--- src/rtl/pcm_slot_tx_pkg.sv ---
package pcm_slot_tx_pkg;
  // Strobes from the slot control to the shift datapath, all valid for the
  // cycle that begins at the next rising edge.
  typedef struct packed {
    logic latchWord;  // capture the incoming sample (frame sync)
    logic loadHold;   // refresh the wrap-around low-byte copy
    logic active;     // channel owns the next bit time
    logic lowByte;    // next bit comes from the low byte
    logic fromHold;   // low byte comes from the held copy (slot 0 wrap)
  } txStrobe_t;
endpackage

--- src/rtl/pcm_slot_tx_ctl.sv ---
module pcm_slot_tx_ctl
  import pcm_slot_tx_pkg::*;
#(
  parameter int SLOT_BITS = 8,
  parameter int SLOTS     = 128,   // power of two
  localparam int BIT_W    = $clog2(SLOT_BITS),
  localparam int IDX_W    = $clog2(SLOTS)
) (
  input  logic             clk,
  input  logic             rst_n,
  input  logic             frameSync,
  input  logic [IDX_W:0]   slotCfg,
  input  logic             linearMode,
  output txStrobe_t        strb,
  output logic [BIT_W-1:0] bitIdx
);
  logic [IDX_W-1:0] slotQ, slotN;
  logic [BIT_W-1:0] bitQ, bitN;
  logic syncedQ, syncedN, primedQ, primedN;
  logic [IDX_W-1:0] tsSel, tsAfter;
  logic armed, inHi, inLo, wraps;

  assign tsSel   = slotCfg[IDX_W-1:0];
  assign armed   = slotCfg[IDX_W];
  assign tsAfter = tsSel + IDX_W'(1);

  always_comb begin
    if (frameSync) begin
      slotN = '0;
      bitN  = '0;
    end else if (bitQ == BIT_W'(SLOT_BITS - 1)) begin
      slotN = slotQ + IDX_W'(1);
      bitN  = '0;
    end else begin
      slotN = slotQ;
      bitN  = bitQ + BIT_W'(1);
    end
  end

  assign syncedN = syncedQ | frameSync;
  // A wrapped low byte is only valid once a full frame has been latched.
  assign primedN = primedQ | (syncedQ && slotN == '0 && bitN == '0);

  assign inHi  = (slotN == tsSel);
  assign inLo  = linearMode && (slotN == tsAfter);
  assign wraps = inLo && (tsSel == '1);

  always_comb begin
    strb.latchWord = frameSync;
    strb.loadHold  = frameSync || (slotN != '0);
    strb.active    = syncedN && armed && (inHi || (inLo && (!wraps || primedN)));
    strb.lowByte   = inLo;
    strb.fromHold  = wraps;
  end
  assign bitIdx = bitN;

  always_ff @(posedge clk) begin
    if (!rst_n) begin
      slotQ   <= '0;
      bitQ    <= '0;
      syncedQ <= 1'b0;
      primedQ <= 1'b0;
    end else begin
      slotQ   <= slotN;
      bitQ    <= bitN;
      syncedQ <= syncedN;
      primedQ <= primedN;
    end
  end
endmodule

--- src/rtl/pcm_slot_tx_dp.sv ---
module pcm_slot_tx_dp
  import pcm_slot_tx_pkg::*;
#(
  parameter int SLOT_BITS = 8,
  localparam int BIT_W    = $clog2(SLOT_BITS),
  localparam int WORD_W   = 2 * SLOT_BITS
) (
  input  logic              clk,
  input  logic              rst_n,
  input  logic [WORD_W-1:0] sample,
  input  txStrobe_t         strb,
  input  logic [BIT_W-1:0]  bitIdx,
  output logic              txData,
  output logic              txEn
);
  logic [WORD_W-1:0]    wordQ, wordN;
  logic [SLOT_BITS-1:0] holdQ, holdN, lowSrc, curByte;
  logic                 nextBit;

  assign wordN   = strb.latchWord ? sample : wordQ;
  assign holdN   = strb.loadHold ? wordQ[SLOT_BITS-1:0] : holdQ;
  assign lowSrc  = strb.fromHold ? holdN : wordN[SLOT_BITS-1:0];
  assign curByte = strb.lowByte ? lowSrc : wordN[WORD_W-1:SLOT_BITS];
  assign nextBit = curByte[BIT_W'(SLOT_BITS - 1) - bitIdx];

  always_ff @(posedge clk) begin
    if (!rst_n) begin
      wordQ  <= '0;
      holdQ  <= '0;
      txData <= 1'b0;
      txEn   <= 1'b0;
    end else begin
      wordQ  <= wordN;
      holdQ  <= holdN;
      txEn   <= strb.active;
      txData <= strb.active & nextBit;
    end
  end
endmodule

--- src/rtl/pcm_slot_tx.sv ---
module pcm_slot_tx
  import pcm_slot_tx_pkg::*;
#(
  parameter int SLOT_BITS = 8,
  parameter int SLOTS     = 128,
  localparam int BIT_W    = $clog2(SLOT_BITS),
  localparam int IDX_W    = $clog2(SLOTS),
  localparam int WORD_W   = 2 * SLOT_BITS
) (
  input  logic              clk,
  input  logic              rst_n,
  input  logic              frameSync,
  input  logic [IDX_W:0]    slotCfg,
  input  logic              linearMode,
  input  logic [WORD_W-1:0] sample,
  output logic              txData,
  output logic              txEn
);
  txStrobe_t        strb;
  logic [BIT_W-1:0] bitIdx;

  pcm_slot_tx_ctl #(.SLOT_BITS(SLOT_BITS), .SLOTS(SLOTS)) u_ctl (
    .clk(clk), .rst_n(rst_n), .frameSync(frameSync), .slotCfg(slotCfg),
    .linearMode(linearMode), .strb(strb), .bitIdx(bitIdx)
  );

  pcm_slot_tx_dp #(.SLOT_BITS(SLOT_BITS)) u_dp (
    .clk(clk), .rst_n(rst_n), .sample(sample), .strb(strb),
    .bitIdx(bitIdx), .txData(txData), .txEn(txEn)
  );
endmodule

--- config.mk ---
export PLATFORM = sky130hd
export DESIGN_NAME = pcm_slot_tx
export DESIGN_NICKNAME = d
export VERILOG_FILES = /design/src/rtl/pcm_slot_tx_pkg.sv /design/src/rtl/pcm_slot_tx_ctl.sv /design/src/rtl/pcm_slot_tx_dp.sv /design/src/rtl/pcm_slot_tx.sv
export SDC_FILE = /design/constraint.sdc
export NUM_CORES = 1
export LEC_CHECK = 0
export ABC_CLOCK_PERIOD_IN_PS = 8100
export BUFFER_PORTS_ARGS = -buffer_cell sky130_fd_sc_hd__buf_2
export CORE_MARGIN = 2
export CORE_UTILIZATION = 50
export DETAILED_ROUTE_END_ITERATION = 8
export MAX_ROUTING_LAYER = met4
export PLACE_DENSITY_LB_ADDON = 0.2
export REMOVE_ABC_BUFFERS = 1
export SYNTH_ARGS = -nofsm -noshare
export SYNTH_HDL_FRONTEND = slang
export SYNTH_SLANG_ARGS = --single-unit
--- constraint.sdc ---
create_clock -name clk -period 8.1 [get_ports clk]
set_input_delay 1.62 -clock clk [delete_from_list [all_inputs] [get_ports clk]]
set_output_delay 1.62 -clock clk [all_outputs]
set_load 0.005 [all_outputs]
==> flow_summary.toml <==
[sta]
rsz0062_at_grt = "no"
fmax_mhz = 257
fin_crit_sh_pct = 48.1
fin_setup_tns_ns = 0
setup_viol = 0
period_needed_ns = 3.90
slew-limit-headroom_pct = 40.9
report.final.slew_viol_count = 0
worst_slew_pin_slew_ns = 0.887
clock_skew_ns = 0.00427
hold_viol_final = 0
finalWorstSetupSlack_ns = 4.20

[yosys]
synthArstFlopShare_pct = 0
synth_most_common_cell = "dfxtp_1"
yosysSeqAreaShare_pct = 32.3
yosysUniqueCellTypes = 59
ys_ff_latch = 38
ys.flop_type = "dfxtp_1"
synth.area.top_cells = "dfxtp_1, mux2i_1, nor2b_1"
yosys-top-cells-count = "dfxtp_1, mux2i_1, nor2b_1"
syn_area_per_cell_um2 = 9.17
ys.warnings.count = 0
synthCells = 257
synth_edf_count = 0
synthSimpleGateAreaFrac_pct = 29.4
synth_compound_gate_area_share_pct = 11.3
synth_top_cell_by_area = "dfxtp_1"
synth_top_family_by_area = "simple AND/OR/NAND/NOR gates"
synth-adder-area-share_pct = 2.12
synthMuxAreaShare_pct = 16.2
synth_xor_area_share_pct = 5.42
yosysTopAreaCellShare_pct = 32.3
synth_area_um2 = 2360

[placed_design]
finalWeightedCongestion = 0.848
place_ws_ns = 3.91
port_buffers = 29
dp_cells = 326
placed_area_um2 = 2500
place_hpwl_um = 3460

[grt]
grt_antenna_before_repair = 0
first_global_vias = 1619
grt_max_degree = 44
grt_overflow_total = 0
grt_pass1_wl_um = 7680
grt.total_usage_pct = 19.4

[drt]
wl_met2_um = 2060
postRouteAntennaNets = 0
drtIter0Drc = 154
top_layer_used = "met4"
post_drt_wl_per_cell_um = 14.0
wl_met1_um = 2430
wl_met3_um = 125
drt-pass1-iter-count = 4
routed_via_density = 5.58
vias = 1865
drc = 0
route.final.wire_length_um = 4690

[die]
chipWidth_um = 72.6
start_util_pct = 53.0
fp.dieH_um = 72.6
placeableCoreArea_um2 = 4440
ios = 30
row_count = 24
dieArea_um2 = 5280

[clocking]
cts.sinks = 38
cts-root-buf = "clkbuf_8"
cts_tree = "built"
max-clock-path-buffers = 2
post_cts_buffers = 0
insertion_delay_ns = 0.29
postCtsResizedCells = 0
clk_pin_slew_ns = 0.07
numCtsBuffers = 5
ctsHoldBuffers = 0
h-tree-depth = 2

[finish]
fin_cells = 334
drive_above_1_share_pct = 17.4
fin_nets = 313
fin_area_um2 = 2610
n_antenna_cell = 0
syn_to_final_growth_pct = 10.9

[outcome]
status = "finished, final reports clean"

[power_and_ir_drop]
leakagePower_nw = 1.10
max-vdd-ir-drop_uv = 126
power_mw = 0.401
power_density_nw_per_um2 = 153

[worst_setup_path]
start_kind = "primary input"
crit_required_ns = 8.34
path_max_fanout = 43
arrival_ns = 4.14
crit_path_end_kind = "flip-flop"
criticalPathCategory = "in2reg"

[run]
drv_cap = 0

[hold_path]
worst_hold_path_type = "reg2reg"
==> metrics by stage <==
step                      util, %  hold WS [ns]
after floorplan                 -         0.440
after global placement       56.3         0.449
after detailed placement     56.3         0.468
after CTS                    58.8         0.486
after global routing         58.8         0.506
final                        58.8         0.480
==> layer usage <==
metal,GRT usage [%],vias to the layer above
li1,-,976
met1,27.9,857
met2,26.5,25
met3,4.56,7
met4,6.79,0
met5,-,-
==> where the power goes <==
group	total [mW]	switching, mW	internal (mW)	leakage [nW]
clock	0.151	0.0652	0.0859	0.0575
combinational	0.0513	0.0257	0.0255	0.728
sequential	0.198	0.00426	0.194	0.311
total	0.401	0.0952	0.306	1.10
==> worst max-delay path, cell delays in order <==
cell,delay [ns]
buf_2,0.67
nor2_1,0.11
mux2_2,0.36
or3b_1,0.36
a311oi_1,0.29
o221a_4,0.27
o31ai_1,0.07
o31ai_1,0.20
o311a_1,0.19
==> registers in the layout, summed over array words and instances, names as in the netlist <==
name           count
u_dp.holdQ         8
u_dp.wordQ        16
u_ctl.syncedQ      1
u_ctl.bitQ         3
u_ctl.slotQ        7
u_ctl.primedQ      1
u_dp.txEn          1
u_dp.txData        1
==> path summary, 6_finish.rpt <==
| path | from | end | slack [ns] | cells past startpoint |
|---|---|---|---|---|
| max | frameSync | u_dp.txData | 4.20 | 9 |
| min | u_ctl.primedQ | u_ctl.primedQ | 0.48 | 1 |
| max reg2reg | u_ctl.bitQ[0] | u_dp.txData | 4.94 | 10 |
| min reg2reg | u_ctl.primedQ | u_ctl.primedQ | 0.48 | 1 |
==> final cells by class <==
type	instances	area, µm²
Timing Repair Buffer	29	145
Clock buffer	8	110
Multi-Input combinational cell	203	1520
Sequential cell	38	761
Tap cell	52	65.1
Inverter	4	15.0
Fill cell	416	1830
==> cell usage in the layout (no fill, tap or decap), types with 5 or more instances in the layout <==
| master | instances |
|---|---|
| nor2_1 | 25 |
| nor2b_1 | 28 |
| and2_1 | 6 |
| xnor2_1 | 10 |
| clkbuf_8 | 8 |
| buf_2 | 29 |
| mux2i_1 | 31 |
| nand2_1 | 8 |
| nor3_1 | 5 |
| nand3_1 | 8 |
| dfxtp_1 | 38 |
==> logic make-up (layout without fill, tap and decap cells) <==
family / count (synthesis) / after routing
mux: 36 / 36
compound gates: 35 / 35
buf+inv: 16 / 41
flops: 38 / 38
fa+ha+maj: 4 / 4
xor+xnor: 13 / 13
simple gates: 115 / 115
Power figures use the tool's default switching activity.
